$ cat src/rtl/pcmem_pkg.sv
package pcmem_pkg;

   typedef enum logic [1:0] {
      CYC_IDLE   = 2'd0,
      CYC_SETUP  = 2'd1,
      CYC_STROBE = 2'd2,
      CYC_HOLD   = 2'd3
   } cyc_state_e;

   // nominal cycle time of a speed-grade code, in nanoseconds
   function automatic int unsigned grade_ns(input logic [1:0] code);
      case (code)
         2'd0:    return 250;
         2'd1:    return 200;
         2'd2:    return 150;
         default: return 100;
      endcase
   endfunction

   // whole clocks covering a time span, rounding up
   function automatic int unsigned ns_to_clocks(input int unsigned ns, input int unsigned period);
      return (ns + period - 1) / period;
   endfunction

endpackage

$ cat src/rtl/pcmem_sync.sv
module pcmem_sync #(
   parameter int unsigned STAGES  = 2,
   parameter bit          RST_VAL = 1'b1
) (
   input  logic clk,
   input  logic rst_n,
   input  logic d,
   output logic q
);

   if (STAGES < 2) begin : g_bad_stages
      $error("pcmem_sync: STAGES must be at least 2");
   end

   logic [STAGES-1:0] chain;

   always_ff @(posedge clk or negedge rst_n) begin
      if (!rst_n) chain <= {STAGES{RST_VAL}};
      else        chain <= {chain[STAGES-2:0], d};
   end

   assign q = chain[STAGES-1];

   // the last stage follows the stage before it by one clock
   p_sync_shift_r2: assert property (@(posedge clk) disable iff (!rst_n)
      chain[STAGES-1] == $past(chain[STAGES-2]));

endmodule

$ cat src/rtl/pcmem_strobe_timer.sv
module pcmem_strobe_timer #(
   parameter int unsigned CNT_W       = 9,
   parameter int unsigned EXT_W       = 9,
   parameter int unsigned TIMEOUT_CYC = 256
) (
   input  logic             clk,
   input  logic             rst_n,
   input  logic             clear,
   input  logic             run,
   input  logic [CNT_W-1:0] min_cnt,
   input  logic             stalled,
   output logic             min_met,
   output logic             tmo_hit
);

   logic [CNT_W-1:0] width_cnt;
   logic [EXT_W-1:0] ext_cnt;

   assign min_met = width_cnt >= min_cnt;
   assign tmo_hit = run && min_met && stalled && (ext_cnt == EXT_W'(TIMEOUT_CYC));

   // width_cnt holds the 1-based index of the current strobe clock
   always_ff @(posedge clk or negedge rst_n) begin
      if (!rst_n) begin
         width_cnt <= '0;
         ext_cnt   <= '0;
      end else if (clear) begin
         width_cnt <= CNT_W'(1);
         ext_cnt   <= '0;
      end else if (run) begin
         if (!(&width_cnt)) width_cnt <= width_cnt + 1'b1;
         if (min_met && stalled && !tmo_hit) ext_cnt <= ext_cnt + 1'b1;
      end
   end

   // extension count never passes the limit
   p_ext_bound_r8: assert property (@(posedge clk) disable iff (!rst_n)
      ext_cnt <= EXT_W'(TIMEOUT_CYC));
   // no extension is counted before the minimum width
   p_no_early_ext_r8: assert property (@(posedge clk) disable iff (!rst_n)
      (run && !min_met) |-> (ext_cnt == '0));

endmodule

$ cat src/rtl/pcmem_lane_decode.sv
module pcmem_lane_decode (
   input  logic active,
   input  logic word,
   input  logic addr_lsb,
   output logic lo_sel_n,
   output logic hi_sel_n
);

   assign lo_sel_n = !(active && (word || !addr_lsb));
   assign hi_sel_n = !(active && (word ||  addr_lsb));

   // the two selects are never both asserted on a byte access
   always_comb begin
      if (active && !word)
         a_byte_one_lane_r4: assert (lo_sel_n != hi_sel_n);
   end

endmodule

$ cat src/rtl/pcmem_host_ctrl.sv
module pcmem_host_ctrl
   import pcmem_pkg::*;
#(
   parameter int unsigned ADDR_W        = 16,
   parameter int unsigned DATA_W        = 16,
   parameter int unsigned CLK_PERIOD_NS = 5,
   parameter int unsigned TIMEOUT_CYC   = 256,
   parameter int unsigned SYNC_STAGES   = 2
) (
   input  logic              clk,
   input  logic              rst_n,
   input  logic              req_valid,
   input  logic              req_write,
   input  logic              req_word,
   input  logic [ADDR_W-1:0] req_addr,
   input  logic [DATA_W-1:0] req_wdata,
   input  logic [1:0]        req_grade,
   output logic              busy,
   output logic              done,
   output logic              timeout_err,
   output logic [DATA_W-1:0] rd_data,
   output logic [ADDR_W-1:0] card_addr,
   output logic              cs_lo_n,
   output logic              cs_hi_n,
   output logic              rd_strb_n,
   output logic              wr_strb_n,
   output logic              data_oe,
   output logic [DATA_W-1:0] card_dout,
   input  logic [DATA_W-1:0] card_din,
   input  logic              card_stall_n
);

   localparam int unsigned SLOWEST = ns_to_clocks(grade_ns(2'd0), CLK_PERIOD_NS);
   localparam int unsigned CNT_W   = $clog2(SLOWEST + TIMEOUT_CYC + 2);
   localparam int unsigned EXT_W   = $clog2(TIMEOUT_CYC + 1) + 1;

   if (ADDR_W < 1) begin : g_bad_addr
      $error("pcmem_host_ctrl: ADDR_W must be at least 1");
   end
   if (DATA_W < 16 || (DATA_W % 2) != 0) begin : g_bad_data
      $error("pcmem_host_ctrl: DATA_W must be even and at least 16");
   end
   if (CLK_PERIOD_NS < 1) begin : g_bad_period
      $error("pcmem_host_ctrl: CLK_PERIOD_NS must be at least 1");
   end
   if (TIMEOUT_CYC < 1) begin : g_bad_timeout
      $error("pcmem_host_ctrl: TIMEOUT_CYC must be at least 1");
   end

   // minimum strobe clocks for each grade, computed at elaboration
   logic [CNT_W-1:0] grade_tbl [4];
   for (genvar g = 0; g < 4; g++) begin : g_grade
      localparam int unsigned CLKS = ns_to_clocks(grade_ns(2'(g)), CLK_PERIOD_NS);
      assign grade_tbl[g] = CNT_W'(CLKS);
   end

   cyc_state_e        st;
   logic              lat_write;
   logic              lat_word;
   logic [ADDR_W-1:0] lat_addr;
   logic [DATA_W-1:0] lat_wdata;
   logic [CNT_W-1:0]  lat_min;
   logic [DATA_W-1:0] rd_q;
   logic              done_q;
   logic              err_q;
   logic              stall_sync;
   logic              stalled;
   logic              min_met;
   logic              tmo_hit;
   logic              end_strobe;
   logic              active;
   logic              in_strobe;

   pcmem_sync #(
      .STAGES  (SYNC_STAGES),
      .RST_VAL (1'b1)
   ) u_stall_sync (
      .clk   (clk),
      .rst_n (rst_n),
      .d     (card_stall_n),
      .q     (stall_sync)
   );

   assign stalled = !stall_sync;

   pcmem_strobe_timer #(
      .CNT_W       (CNT_W),
      .EXT_W       (EXT_W),
      .TIMEOUT_CYC (TIMEOUT_CYC)
   ) u_timer (
      .clk     (clk),
      .rst_n   (rst_n),
      .clear   (st == CYC_SETUP),
      .run     (in_strobe),
      .min_cnt (lat_min),
      .stalled (stalled),
      .min_met (min_met),
      .tmo_hit (tmo_hit)
   );

   assign active     = (st != CYC_IDLE);
   assign in_strobe  = (st == CYC_STROBE);
   assign end_strobe = in_strobe && min_met && (!stalled || tmo_hit);

   pcmem_lane_decode u_lanes (
      .active   (active),
      .word     (lat_word),
      .addr_lsb (lat_addr[0]),
      .lo_sel_n (cs_lo_n),
      .hi_sel_n (cs_hi_n)
   );

   always_ff @(posedge clk or negedge rst_n) begin
      if (!rst_n) begin
         st        <= CYC_IDLE;
         lat_write <= 1'b0;
         lat_word  <= 1'b0;
         lat_addr  <= '0;
         lat_wdata <= '0;
         lat_min   <= '0;
         rd_q      <= '0;
         done_q    <= 1'b0;
         err_q     <= 1'b0;
      end else begin
         done_q <= 1'b0;
         case (st)
            CYC_IDLE: begin
               if (req_valid) begin
                  lat_write <= req_write;
                  lat_word  <= req_word;
                  lat_addr  <= req_addr;
                  lat_wdata <= req_wdata;
                  lat_min   <= grade_tbl[req_grade];
                  err_q     <= 1'b0;
                  st        <= CYC_SETUP;
               end
            end
            CYC_SETUP: st <= CYC_STROBE;
            CYC_STROBE: begin
               if (end_strobe) begin
                  err_q <= tmo_hit;
                  if (!lat_write) rd_q <= card_din;
                  st <= CYC_HOLD;
               end
            end
            CYC_HOLD: begin
               done_q <= 1'b1;
               st     <= CYC_IDLE;
            end
            default: st <= CYC_IDLE;
         endcase
      end
   end

   assign busy        = active;
   assign done        = done_q;
   assign timeout_err = done_q && err_q;
   assign rd_data     = rd_q;
   assign card_addr   = lat_addr;
   assign card_dout   = lat_wdata;
   assign data_oe     = active && lat_write;
   assign rd_strb_n   = !(in_strobe && !lat_write);
   assign wr_strb_n   = !(in_strobe &&  lat_write);

   // only one strobe at a time
   p_one_strobe_r6: assert property (@(posedge clk) disable iff (!rst_n)
      rd_strb_n || wr_strb_n);
   // a strobe is only active under an asserted chip select
   p_strobe_under_cs_r5: assert property (@(posedge clk) disable iff (!rst_n)
      (!rd_strb_n || !wr_strb_n) |-> (!cs_lo_n || !cs_hi_n));
   // a select was already asserted the clock before the strobe fell
   p_setup_clock_r5: assert property (@(posedge clk) disable iff (!rst_n)
      $fell(rd_strb_n && wr_strb_n) |-> $past(!cs_lo_n || !cs_hi_n));
   // a byte access asserts one select only
   p_byte_lane_r4: assert property (@(posedge clk) disable iff (!rst_n)
      (busy && !lat_word) |-> ($countones({cs_lo_n, cs_hi_n}) == 1));
   // a word access asserts both selects
   p_word_lanes_r3: assert property (@(posedge clk) disable iff (!rst_n)
      (busy && lat_word) |-> (!cs_lo_n && !cs_hi_n));
   // the host does not drive the bus during a read strobe
   p_read_no_drive_r7: assert property (@(posedge clk) disable iff (!rst_n)
      !rd_strb_n |-> !data_oe);
   // a synchronised stall after the minimum keeps the strobe
   p_stall_holds_r2: assert property (@(posedge clk) disable iff (!rst_n)
      (in_strobe && min_met && stalled && !tmo_hit) |=> (st == CYC_STROBE));
   // the error flag only appears with done
   p_err_with_done_r8: assert property (@(posedge clk) disable iff (!rst_n)
      timeout_err |-> done);
   // done lasts one clock and comes with busy low
   p_done_pulse_r9: assert property (@(posedge clk) disable iff (!rst_n)
      done |=> !done);
   p_done_idle_r9: assert property (@(posedge clk) disable iff (!rst_n)
      done |-> !busy);
   // a request during busy leaves the address untouched
   p_ignore_busy_r9: assert property (@(posedge clk) disable iff (!rst_n)
      (busy && req_valid) |=> $stable(card_addr));

endmodule

$ cat config.mk
export PLATFORM = sky130hd
export DESIGN_NAME = pcmem_host_ctrl
export DESIGN_NICKNAME = d
export VERILOG_FILES = /design/src/rtl/pcmem_pkg.sv /design/src/rtl/pcmem_sync.sv /design/src/rtl/pcmem_strobe_timer.sv /design/src/rtl/pcmem_lane_decode.sv /design/src/rtl/pcmem_host_ctrl.sv
export SDC_FILE = /design/constraint.sdc
export NUM_CORES = 1
export LEC_CHECK = 0
export CAP_MARGIN = 20
export CORE_MARGIN = 2
export CORE_UTILIZATION = 47
export DETAILED_ROUTE_END_ITERATION = 16
export GPL_ROUTABILITY_DRIVEN = 0
export HOLD_SLACK_MARGIN = 0.05
export PLACE_DENSITY = 0.91
export SLEW_MARGIN = 25
export SYNTH_ARGS = -nofsm -noshare
export SYNTH_HDL_FRONTEND = slang
export SYNTH_SLANG_ARGS = --single-unit
$ cat constraint.sdc
create_clock -name clk -period 2.8 [get_ports clk]
set_clock_uncertainty 0.1 [all_clocks]
set_input_delay 0.42 -clock clk [delete_from_list [all_inputs] [get_ports clk]]
set_output_delay 0.42 -clock clk [all_outputs]
set_load 0.005 [all_outputs]
==> flow_summary.toml <==
[placement]
dpl.cell_count = 519
io_buffers = 111
hpwl_um = 6283

[routing]
wirelength_um = 8771
wire_per_inst_um = 16.36
vias = 2865
drc = 0
firstDrtPassIters = 4
drtIter0Drc = 253
vias_per_cell = 5.345
postRouteAntennaNets = 0

[floorplan]
initial_core_util = 0.4855
io_pins = 112
die_w_um = 93.58
fp.coreArea_um2 = 7767
dieHeight_um = 93.58
rows = 32
die_area_um2 = 8756

[worst_setup_path]
cp_slowest_stage_delay_ns = 0.56
crit_fanout = 16
cp.arrival_ns = 2.72
path_cells = "or4_4, nor4_4, nor2_2, a211oi_4, buf_4, mux2_2"
rrSetupSlack_ns = 0.23
reg2reg_to = "rd_data[5]"
critPathKind = "register to register"
critPathSlowestCell = "or4_4"
reg2reg_depth = 6
r2r_start = "u_timer.ext_cnt[4]"
cp-start-kind = "register"
required_ns = 2.94
end_kind = "register"

[clocking]
insertion_delay_ns = 0.36
clk_pin_slew_ns = 0.08
tritoncts = "built"
cts_setup_buffers = 0
cts_resized = 0
cts_sinks = 80
htree_levels = 3
ctsHoldBuffers = 0
ctsLongestPathBuffers = 2
cts_root_buf = "clkbuf_8"
cts_buffers = 9

[synthesis]
ys.flop_type = "dfrtp_1"
syn_nets = 381
synth_cell_types = 54
syn_area_per_cell_um2 = 12.20
ys_seq_area_frac = 0.5315
syn_area_um2 = 3771
synth-seq-cells = 80
ys_warn_count = 0
netlist_instances = 309
synthArstFlopShare = 1.000
synth_edf_count = 0

[grt]
grt_pass1_wl_um = 14290
grt_pass1_vias = 2955
grt_antenna_before_repair = 0
grt_util_all_layers = 0.2102
grt_max_degree = 81
overflow = 0

[sta]
final-hold-violation-count = 0
worst_pin_slew_ns = 0.7178
relSlewSlack = 0.5214
min_period_ns = 2.573
setup_viol = 0
rsz0062_at_grt = "false"
fin_setup_tns_ns = 0
final.period_utilization = 0.9188
final_max_slew_viol_count = 0
clock.fmax_mhz = 388.7
fin_hold_ws_ns = 0.2578

[worst_hold_path]
hp-class = "register to register"
whs_path_depth = 0
hold_start = "u_stall_sync.chain[0]"
min_to = "u_stall_sync.chain[1]"

[job]
max_cap_violations = 0

[power_and_ir_drop]
peakVddDrop_v = 0.0005759
power_density_nw_per_um2 = 1117
total_power_w = 0.005829
leakagePower_nw = 2.275

[run_status]
status = "finished clean"

[layout]
nets = 501
antenna_cells = 0
finalNonFillerCells = 536
area_growth_pct = 38.39
layout-drive-gt1-share = 0.2005
final_util = 0.6719
sequential cells by signal, summed over array words and instances, names as in the netlist, 2 cells and up:
name / flops
card_dout: 16
rd_data: 16
card_addr: 16
st: 2
u_timer.ext_cnt: 10
u_stall_sync.chain: 2
u_timer.width_cnt: 9
lat_min: 5
worst max-delay path: cells and delay by family (launching register included):
| kind | cells | cell delay, ns |
|---|---|---|
| simple gates | 3 | 0.96 |
| buf+inv | 1 | 0.31 |
| flops | 1 | 0.49 |
| mux | 1 | 0.37 |
| compound gates | 1 | 0.21 |
metal layers:
layer  track usage  up-vias  part of all wire
met5             0        -                 0
met4       0.07971        0             0.016
met3       0.07091       12             0.078
met2        0.3267      100              0.48
met1        0.2737     1418              0.43
li1              -     1335                 -
Yosys cell counts (3+ instances only):
cell type / instances / area share
a311o_1: 4 / 0.011
o211ai_1: 3 / 0.0060
ha_1: 16 / 0.053
nor2_1: 7 / 0.0070
clkbuf_1: 10 / 0.010
mux2_2: 44 / 0.13
o21ai_0: 15 / 0.020
mux2_4: 10 / 0.040
nor3_1: 5 / 0.0066
inv_1: 25 / 0.025
nand4_1: 4 / 0.0066
nand2b_1: 4 / 0.0066
a21oi_1: 7 / 0.0093
nand3_1: 7 / 0.0093
dfrtp_1: 78 / 0.52
nand2_1: 24 / 0.024
worst max-delay path by stage:
stage	from	end	slack, ns	depth (start not counted)
3_5_place_dp	u_timer.ext_cnt[4]	rd_data[3]	0.24	6
2_1_floorplan	u_timer.ext_cnt[4]	rd_data[10]	0.37	7
4_1_cts	u_timer.ext_cnt[4]	rd_data[5]	0.24	6
3_3_place_gp	u_timer.ext_cnt[4]	rd_data[2]	0.33	6
6_report	u_timer.ext_cnt[4]	rd_data[5]	0.23	6
5_1_grt	u_timer.ext_cnt[4]	rd_data[5]	0.14	6
cell type report:
type / instances / area (um^2)
tap: 102 / 127.6
multi-input combinational: 191 / 1597
clock inverter: 5 / 57.56
clock buffer: 11 / 141.4
inverter: 25 / 93.84
sequential: 80 / 2004
fill: 565 / 2549
timing repair buffer: 122 / 1197
cells in the final DEF (no fill, tap or decap), types with 5 or more instances in the layout:
| cell type | count |
|---|---|
| buf_4 | 10 |
| clkdlybuf4s50_1 | 110 |
| mux2_4 | 10 |
| dfrtp_1 | 78 |
| a21oi_1 | 7 |
| nor2_1 | 7 |
| ha_1 | 16 |
| mux2_2 | 44 |
| nor3_1 | 5 |
| nand2_1 | 24 |
| inv_1 | 25 |
| nand3_1 | 7 |
| clkbuf_8 | 10 |
| o21ai_0 | 15 |
where the power goes:
| part | internal [W] | total, W | leakage (nW) | switching, W |
|---|---|---|---|---|
| Sequential | 0.00168 | 0.00206 | 0.967 | 0.000375 |
| Clock | 0.000437 | 0.000872 | 0.103 | 0.000435 |
| Combinational | 0.00168 | 0.00290 | 1.21 | 0.00122 |
per-stage QoR:
| stage | area, um^2 | setup slack (ns) |
|---|---|---|
| 6_report | 5219 | 0.2273 |
| 5_1_grt | 5219 | 0.1364 |
| 4_1_cts | 5205 | 0.2369 |
| 3_5_place_dp | 5006 | 0.2437 |
| 3_3_place_gp | 5006 | 0.3348 |
| 2_1_floorplan | 3771 | 0.3688 |
kinds of logic (layout without fill, tap and decap cells):
logic type	after synthesis	in the layout	synth area share
XOR/XNOR	3	3	0.006969
buffers and inverters	38	163	0.04512
AO/OA/AOI/OAI	51	51	0.09689
flip-flops	80	80	0.5315
AND/OR/NAND/NOR	67	67	0.09523
multiplexers	54	54	0.1712
adder cells (fa/ha/maj)	16	16	0.05309
(Power assumes the default switching activity.)
